$ cat src/rtl/pfd_pkg.sv
package pfd_pkg;
  typedef enum logic [1:0] {
    PUMP_OFF = 2'b00,
    PUMP_SRC = 2'b01,
    PUMP_SNK = 2'b10
  } pump_e;

  localparam int unsigned NCH   = 2;
  localparam int unsigned CH_RF = 0;
  localparam int unsigned CH_FB = 1;
endpackage

$ cat src/rtl/pfd_edge.sv
module pfd_edge #(
  parameter int unsigned N = 2
) (
  input  logic         clk,
  input  logic         rst_n,
  input  logic [N-1:0] sig,
  output logic [N-1:0] rise
);
  logic [N-1:0] prev_q;

  for (genvar g = 0; g < N; g++) begin : g_ch
    always_ff @(posedge clk or negedge rst_n) begin
      if (!rst_n) prev_q[g] <= 1'b0;
      else        prev_q[g] <= sig[g];
    end
    assign rise[g] = sig[g] & ~prev_q[g];
  end
endmodule

$ cat src/rtl/pfd_core.sv
module pfd_core #(
  parameter int unsigned DB_CYCLES = 1
) (
  input  logic clk,
  input  logic rst_n,
  input  logic adv_rise,
  input  logic ret_rise,
  output logic adv_q,
  output logic ret_q
);
  localparam int unsigned CW = (DB_CYCLES < 2) ? 1 : $clog2(DB_CYCLES);
  localparam logic [CW-1:0] LAST = CW'(DB_CYCLES - 1);

  logic [CW-1:0] hold_cnt;
  logic          both, clr;
  logic          adv_d, ret_d;

  assign both = adv_q & ret_q;
  assign clr  = both && (hold_cnt == LAST);

  always_comb begin
    adv_d = clr ? adv_rise : (adv_q | adv_rise);
    ret_d = clr ? ret_rise : (ret_q | ret_rise);
  end

  always_ff @(posedge clk or negedge rst_n) begin
    if (!rst_n) begin
      adv_q    <= 1'b0;
      ret_q    <= 1'b0;
      hold_cnt <= '0;
    end else begin
      adv_q    <= adv_d;
      ret_q    <= ret_d;
      hold_cnt <= (both && !clr) ? hold_cnt + 1'b1 : '0;
    end
  end
endmodule

$ cat src/rtl/pfd_outmap.sv
module pfd_outmap
  import pfd_pkg::*;
(
  input  logic       adv_q,
  input  logic       ret_q,
  input  logic       pol_sel,
  input  logic       pump_en,
  input  logic       ref_in,
  input  logic       fb_in,
  output logic       cmp_r,
  output logic       cmp_p,
  output logic [1:0] pump_out,
  output logic [1:0] aux_out,
  output logic       lock_n,
  output logic       test_out
);
  logic  inc_req, dec_req;
  pump_e code;

  always_comb begin
    inc_req = pol_sel ? adv_q : ret_q;
    dec_req = pol_sel ? ret_q : adv_q;
    if (inc_req && !dec_req)      code = PUMP_SRC;
    else if (dec_req && !inc_req) code = PUMP_SNK;
    else                          code = PUMP_OFF;
  end

  assign cmp_p    = ~inc_req;
  assign cmp_r    = dec_req;
  assign pump_out = code;
  assign aux_out  = pump_en ? code : PUMP_OFF;
  assign lock_n   = ~(adv_q | ret_q);
  assign test_out = pol_sel ? ref_in : fb_in;
endmodule

$ cat src/rtl/pfd_top.sv
module pfd_top
  import pfd_pkg::*;
#(
  parameter int unsigned DB_CYCLES = 1
) (
  input  logic       clk,
  input  logic       rst_n,
  input  logic       ref_in,
  input  logic       fb_in,
  input  logic       pol_sel,
  input  logic       pump_en,
  output logic       cmp_r,
  output logic       cmp_p,
  output logic [1:0] pump_out,
  output logic [1:0] aux_out,
  output logic       lock_n,
  output logic       test_out
);
  logic [NCH-1:0] rise;
  logic           adv_q, ret_q;

  pfd_edge #(.N(NCH)) u_edge (
    .clk  (clk),
    .rst_n(rst_n),
    .sig  ({fb_in, ref_in}),
    .rise (rise)
  );

  pfd_core #(.DB_CYCLES(DB_CYCLES)) u_core (
    .clk     (clk),
    .rst_n   (rst_n),
    .adv_rise(rise[CH_RF]),
    .ret_rise(rise[CH_FB]),
    .adv_q   (adv_q),
    .ret_q   (ret_q)
  );

  pfd_outmap u_map (
    .adv_q   (adv_q),
    .ret_q   (ret_q),
    .pol_sel (pol_sel),
    .pump_en (pump_en),
    .ref_in  (ref_in),
    .fb_in   (fb_in),
    .cmp_r   (cmp_r),
    .cmp_p   (cmp_p),
    .pump_out(pump_out),
    .aux_out (aux_out),
    .lock_n  (lock_n),
    .test_out(test_out)
  );
endmodule

$ cat config.mk
export PLATFORM = sky130hd
export DESIGN_NAME = pfd_top
export DESIGN_NICKNAME = d
export VERILOG_FILES = /design/src/rtl/pfd_pkg.sv /design/src/rtl/pfd_edge.sv /design/src/rtl/pfd_core.sv /design/src/rtl/pfd_outmap.sv /design/src/rtl/pfd_top.sv
export SDC_FILE = /design/constraint.sdc
export NUM_CORES = 1
export LEC_CHECK = 0
export CORE_AREA = 2 2 39 41
export CTS_CLUSTER_DIAMETER = 120
export DETAILED_ROUTE_END_ITERATION = 6
export DIE_AREA = 0 0 41 43
export PLACE_DENSITY_LB_ADDON = 0.12
export SLEW_MARGIN = 20
export SYNTH_ARGS = -nofsm -noshare
export SYNTH_HDL_FRONTEND = slang
export SYNTH_SLANG_ARGS = --single-unit
$ cat constraint.sdc
create_clock -name clk -period 1.55 [get_ports clk]
set_input_delay 0.31 -clock clk [delete_from_list [all_inputs] [get_ports clk]]
set_output_delay 0.31 -clock clk [all_outputs]
set_load 0.02 [all_outputs]
==> flow_summary.html <==
<table>
<tr><th>Metric</th><th>Value</th></tr>
<tr><th colspan="2">Placement</th></tr>
<tr><td>Number of I/O port buffers</td><td>13</td></tr>
<tr><td>Total placed instance area</td><td>about 470 um^2</td></tr>
<tr><td>Detailed placer's ending HPWL</td><td>521 um</td></tr>
<tr><td>Routability-driven placement congestion ratio</td><td>between 0.6 and 0.7</td></tr>
<tr><th colspan="2">Route</th></tr>
<tr><td>Antenna-violating nets left</td><td>0</td></tr>
<tr><td>Starting DRC count in detailed routing</td><td>3</td></tr>
<tr><td>Top sig layer</td><td>met3</td></tr>
<tr><td>WL final</td><td>between 600 and 700 um</td></tr>
<tr><td>Count of vias placed by the detailed router</td><td>between 200 and 300</td></tr>
<tr><td>Routed vias/inst</td><td>around 4.0</td></tr>
<tr><td>Detailed-route DRC error count</td><td>0</td></tr>
<tr><td>Wire length on met1</td><td>255 um</td></tr>
<tr><td>Pre-antenna DRT Iters</td><td>2</td></tr>
<tr><td>Met2 wirelength from detailed routing</td><td>around 310 um</td></tr>
<tr><td>Wire length on met3</td><td>75 um</td></tr>
<tr><td>Post-detailed-route wirelength per cell</td><td>approximately 9.4 um</td></tr>
<tr><th colspan="2">Layout</th></tr>
<tr><td>Area of all placed cells without fillers</td><td>around 480 um^2</td></tr>
<tr><td>Share of post-route cells with drive strength above 1</td><td>between 40% and 50%</td></tr>
<tr><td>Filler cell count</td><td>approximately 160</td></tr>
<tr><td>Number of nets in the finished design</td><td>59</td></tr>
<tr><td>N_diodes</td><td>0</td></tr>
<tr><td>Area delta synth-&gt;final</td><td>82.1%</td></tr>
<tr><td>Multi-input combinational cell area</td><td>about 130 um^2</td></tr>
<tr><td>Storage cell area</td><td>about 130 um^2</td></tr>
<tr><th colspan="2">Die</th></tr>
<tr><td>Core Region</td><td>1380 um^2</td></tr>
<tr><td>Die Span X</td><td>roughly 41 um</td></tr>
<tr><td>Y dimension of the die</td><td>around 43 um</td></tr>
<tr><td>Initial Utilization</td><td>19.2%</td></tr>
<tr><td>Rows</td><td>14</td></tr>
<tr><td>Count of pins on the block boundary</td><td>14</td></tr>
<tr><td>Total die area</td><td>around 1800 um^2</td></tr>
<tr><th colspan="2">Global routing</th></tr>
<tr><td>Global-route congestion overflow total</td><td>0</td></tr>
<tr><td>Pin count of the biggest net entering global routing</td><td>6</td></tr>
<tr><td>Number of antenna violations at the first check in global routing</td><td>0</td></tr>
<tr><td>Number of global-route vias before repair</td><td>~260</td></tr>
<tr><td>Global-route wire length before repair</td><td>993 um</td></tr>
<tr><td>Combined global-route utilization of all metal layers</td><td>about 8.6%</td></tr>
<tr><th colspan="2">CTS</th></tr>
<tr><td>Hold buffer count at CTS</td><td>0</td></tr>
<tr><td>Number of sinks driven by the clock tree</td><td>5</td></tr>
<tr><td>Number of buffers between clock root and the deepest sink</td><td>2</td></tr>
<tr><td>Buffer cell driving the clock tree root</td><td>sky130_fd_sc_hd__clkbuf_4</td></tr>
<tr><td>Clk Latency, worst-skew pair</td><td>0.24 ns</td></tr>
<tr><td>TritonCTS clock tree</td><td>yes</td></tr>
<tr><td>Htree depth</td><td>1</td></tr>
<tr><td>Number of clock buffers inserted by TritonCTS</td><td>3</td></tr>
<tr><td>Clock edge transition at the registers on the reported setup and hold paths</td><td>0.04 ns</td></tr>
<tr><th colspan="2">STA</th></tr>
<tr><td>Final critical path time including I/O delays and setup</td><td>roughly 1.6 ns</td></tr>
<tr><td>Final clock skew</td><td>~0.0026 ns</td></tr>
<tr><td>Final Worst Setup Slack</td><td>-0.0748 ns</td></tr>
<tr><td>Maximum clock frequency</td><td>just over 600 MHz</td></tr>
<tr><td>Setup Total Neg Slack</td><td>-0.137 ns</td></tr>
<tr><td>Setup repair after global routing missed its margin</td><td>true</td></tr>
<tr><td>Max-slew violations</td><td>0</td></tr>
<tr><td>Final-layout worst hold slack</td><td>a little under 0.3 ns</td></tr>
<tr><td>Fin. Hold Viols</td><td>0</td></tr>
<tr><td>Number of setup violations in the final report</td><td>2</td></tr>
<tr><td>Post-route clock period utilization</td><td>105%</td></tr>
<tr><th colspan="2">Hold path</th></tr>
<tr><td>Hold crit path type</td><td>primary input to async pin</td></tr>
<tr><th colspan="2">Critical path</th></tr>
<tr><td>Reg2Reg Depth</td><td>4</td></tr>
<tr><td>Kind of end point of the critical path</td><td>primary output</td></tr>
<tr><td>CP Launch Type</td><td>flop</td></tr>
<tr><td>Critical R2R Capture</td><td>u_core.adv_q</td></tr>
<tr><td>Worst reg2reg path startpoint</td><td>u_core.adv_q</td></tr>
<tr><td>Register-to-Register Setup Slack</td><td>approximately 0.66 ns</td></tr>
<tr><td>Critical Path Fanout Max</td><td>4</td></tr>
<tr><td>Classification of the worst setup path</td><td>flop to primary output</td></tr>
<tr><td>Signal arrival time at the worst endpoint</td><td>roughly 1.3 ns</td></tr>
<tr><td>Required @ worst endpoint</td><td>approximately 1.2 ns</td></tr>
<tr><th colspan="2">Power and ir drop</th></tr>
<tr><td>Leak</td><td>around 0.25 nW</td></tr>
<tr><td>Power Internal</td><td>about 0.34 mW</td></tr>
<tr><td>Combinational cell fraction of total power</td><td>a little under 40%</td></tr>
<tr><td>Power per cell area</td><td>1010 nW/um^2</td></tr>
<tr><td>Fraction of power consumed by the clock network</td><td>29.6%</td></tr>
<tr><td>Register share of total power</td><td>a little under a third</td></tr>
<tr><td>Max rail drop VDD</td><td>0.000377 V</td></tr>
<tr><td>Net switching share of the total power</td><td>30.3%</td></tr>
<tr><td>Sw power</td><td>between 0.1 and 0.15 mW</td></tr>
<tr><th colspan="2">Yosys</th></tr>
<tr><td>Synth async-reset ratio</td><td>100%</td></tr>
<tr><td>Mapped Area</td><td>approximately 270 um^2</td></tr>
<tr><td>YS warnings</td><td>0</td></tr>
<tr><td>Synthesized area per cell</td><td>slightly below 10 um^2</td></tr>
<tr><td>Number of storage elements in the synthesis netlist</td><td>5</td></tr>
<tr><td>Syn Nets</td><td>33</td></tr>
<tr><td>Post-synthesis instance total</td><td>27</td></tr>
<tr><td>Count of cell types in the netlist</td><td>17</td></tr>
<tr><td>Proportion of synthesized chip area in sequential cells</td><td>approximately 47%</td></tr>
<tr><td>Top flip-flop cell by instance count after synthesis</td><td>sky130_fd_sc_hd__dfrtp_1</td></tr>
<tr><td>Number of synthesized flops with an enable pin</td><td>0</td></tr>
<tr><th colspan="2">Run status</th></tr>
<tr><td>Failing checks</td><td>setup timing</td></tr>
<tr><td>Status</td><td>finished, violations left</td></tr>
<tr><th colspan="2">Run</th></tr>
<tr><td>Number of max-cap violations</td><td>0</td></tr>
</table>
-- cell type report --
| class | count | share of cell area, % |
|---|---|---|
| Multi-Input combinational cell | 18 | 26.2 |
| Sequential cell | 5 | 25.9 |
| Clock buffer | 4 | 5.44 |
| Tap cell | 16 | 4.15 |
| Inverter | 3 | 2.33 |
| Timing Repair Buffer | 22 | 36.0 |
-- critical path, cell delays in order (launching register included) --
cell and delay [ns]:
sky130_fd_sc_hd__dfrtp_1 0.40, sky130_fd_sc_hd__or3b_4 0.39, sky130_fd_sc_hd__a21boi_2 0.15, sky130_fd_sc_hd__buf_6 0.13
-- state kept, by name, summed over array words and instances, names as in the netlist --
register         flops
u_edge.prev_q        2
u_core.adv_q         1
u_core.hold_cnt      1
u_core.ret_q         1
-- repair_timing --
action                                  CTS  global route
endpoints found under the setup margin    8             6
resized for setup                        37             3
pin swaps                                 3             0
setup buffers                             1             0
-- cell families (layout without fill, tap and decap cells) --
family                 count (synthesis)  in the layout  synth area share, %
AO/OA/AOI/OAI                          5              5                 14.6
buffers and inverters                  4             29                 6.13
multiplexers                           2              2                 8.02
AND/OR/NAND/NOR                       10             10                 22.6
other                                  1              1                 1.41
flip-flops                             5              5                 47.2
-- through the flow --
step | instances | utilization [%] | worst slack, ns | power (mW)
after detailed placement | 63 | 34.0 | -0.724 | 0.355
after CTS | 68 | 35.4 | -0.0937 | 0.504
after floorplan | 27 | - | 0.0744 | 0.242
after global placement | 63 | 34.0 | -0.660 | 0.352
final | 68 | 34.9 | -0.0748 | 0.489
after global routing | 68 | 34.9 | -0.144 | 0.528
-- how the worst max path moves through the flow --
stage | slack (ns) | cells past startpoint | start | end
2_1_floorplan | 0.07 | 3 | pol_sel | aux_out[1]
3_5_place_dp | -0.72 | 4 | pol_sel | aux_out[0]
3_3_place_gp | -0.66 | 4 | pol_sel | aux_out[0]
5_1_grt | -0.14 | 3 | u_core.adv_q | aux_out[0]
6_report | -0.07 | 3 | u_core.adv_q | aux_out[0]
4_1_cts | -0.09 | 3 | u_core.adv_q | aux_out[0]
-- cell usage after synthesis, drive strengths merged (2+ instances only) --
| master | instances | share of area (%) |
|---|---|---|
| nand2 | 3 | 4.2 |
| inv | 3 | 4.2 |
| or3b | 2 | 6.6 |
| nand3b | 2 | 5.7 |
| a21boi | 2 | 7.1 |
| dfrtp | 5 | 47 |
-- layout by cell type, fill, tap and decap left out, types with 2 or more instances in the layout --
cell	Yosys	final
sky130_fd_sc_hd__buf_2	1	3
sky130_fd_sc_hd__buf_4	0	11
sky130_fd_sc_hd__buf_6	0	2
sky130_fd_sc_hd__clkbuf_4	0	3
sky130_fd_sc_hd__clkdlybuf4s50_1	0	4
sky130_fd_sc_hd__dfrtp_1	5	5
sky130_fd_sc_hd__inv_1	3	3
sky130_fd_sc_hd__nand2_1	3	3
sky130_fd_sc_hd__nand3b_1	2	2
-- metal layers --
metal | vias to the layer above | global-route usage, %
li1 | 137 | -
met1 | 123 | 9.54
met2 | 12 | 12.8
met3 | 0 | 3.14
met4 | 0 | 6.00
met5 | - | 0
-- power groups by stage --
stage / clock network [mW] / registers, mW / logic, mW
floorplan: 0 / 0.158 / 0.0838
global placement: 0 / 0.154 / 0.197
detailed placement: 0 / 0.155 / 0.200
CTS: 0.154 / 0.152 / 0.197
global route: 0.167 / 0.154 / 0.207
finish: 0.145 / 0.153 / 0.191
No activity file was read; power rests on OpenSTA's default activity.
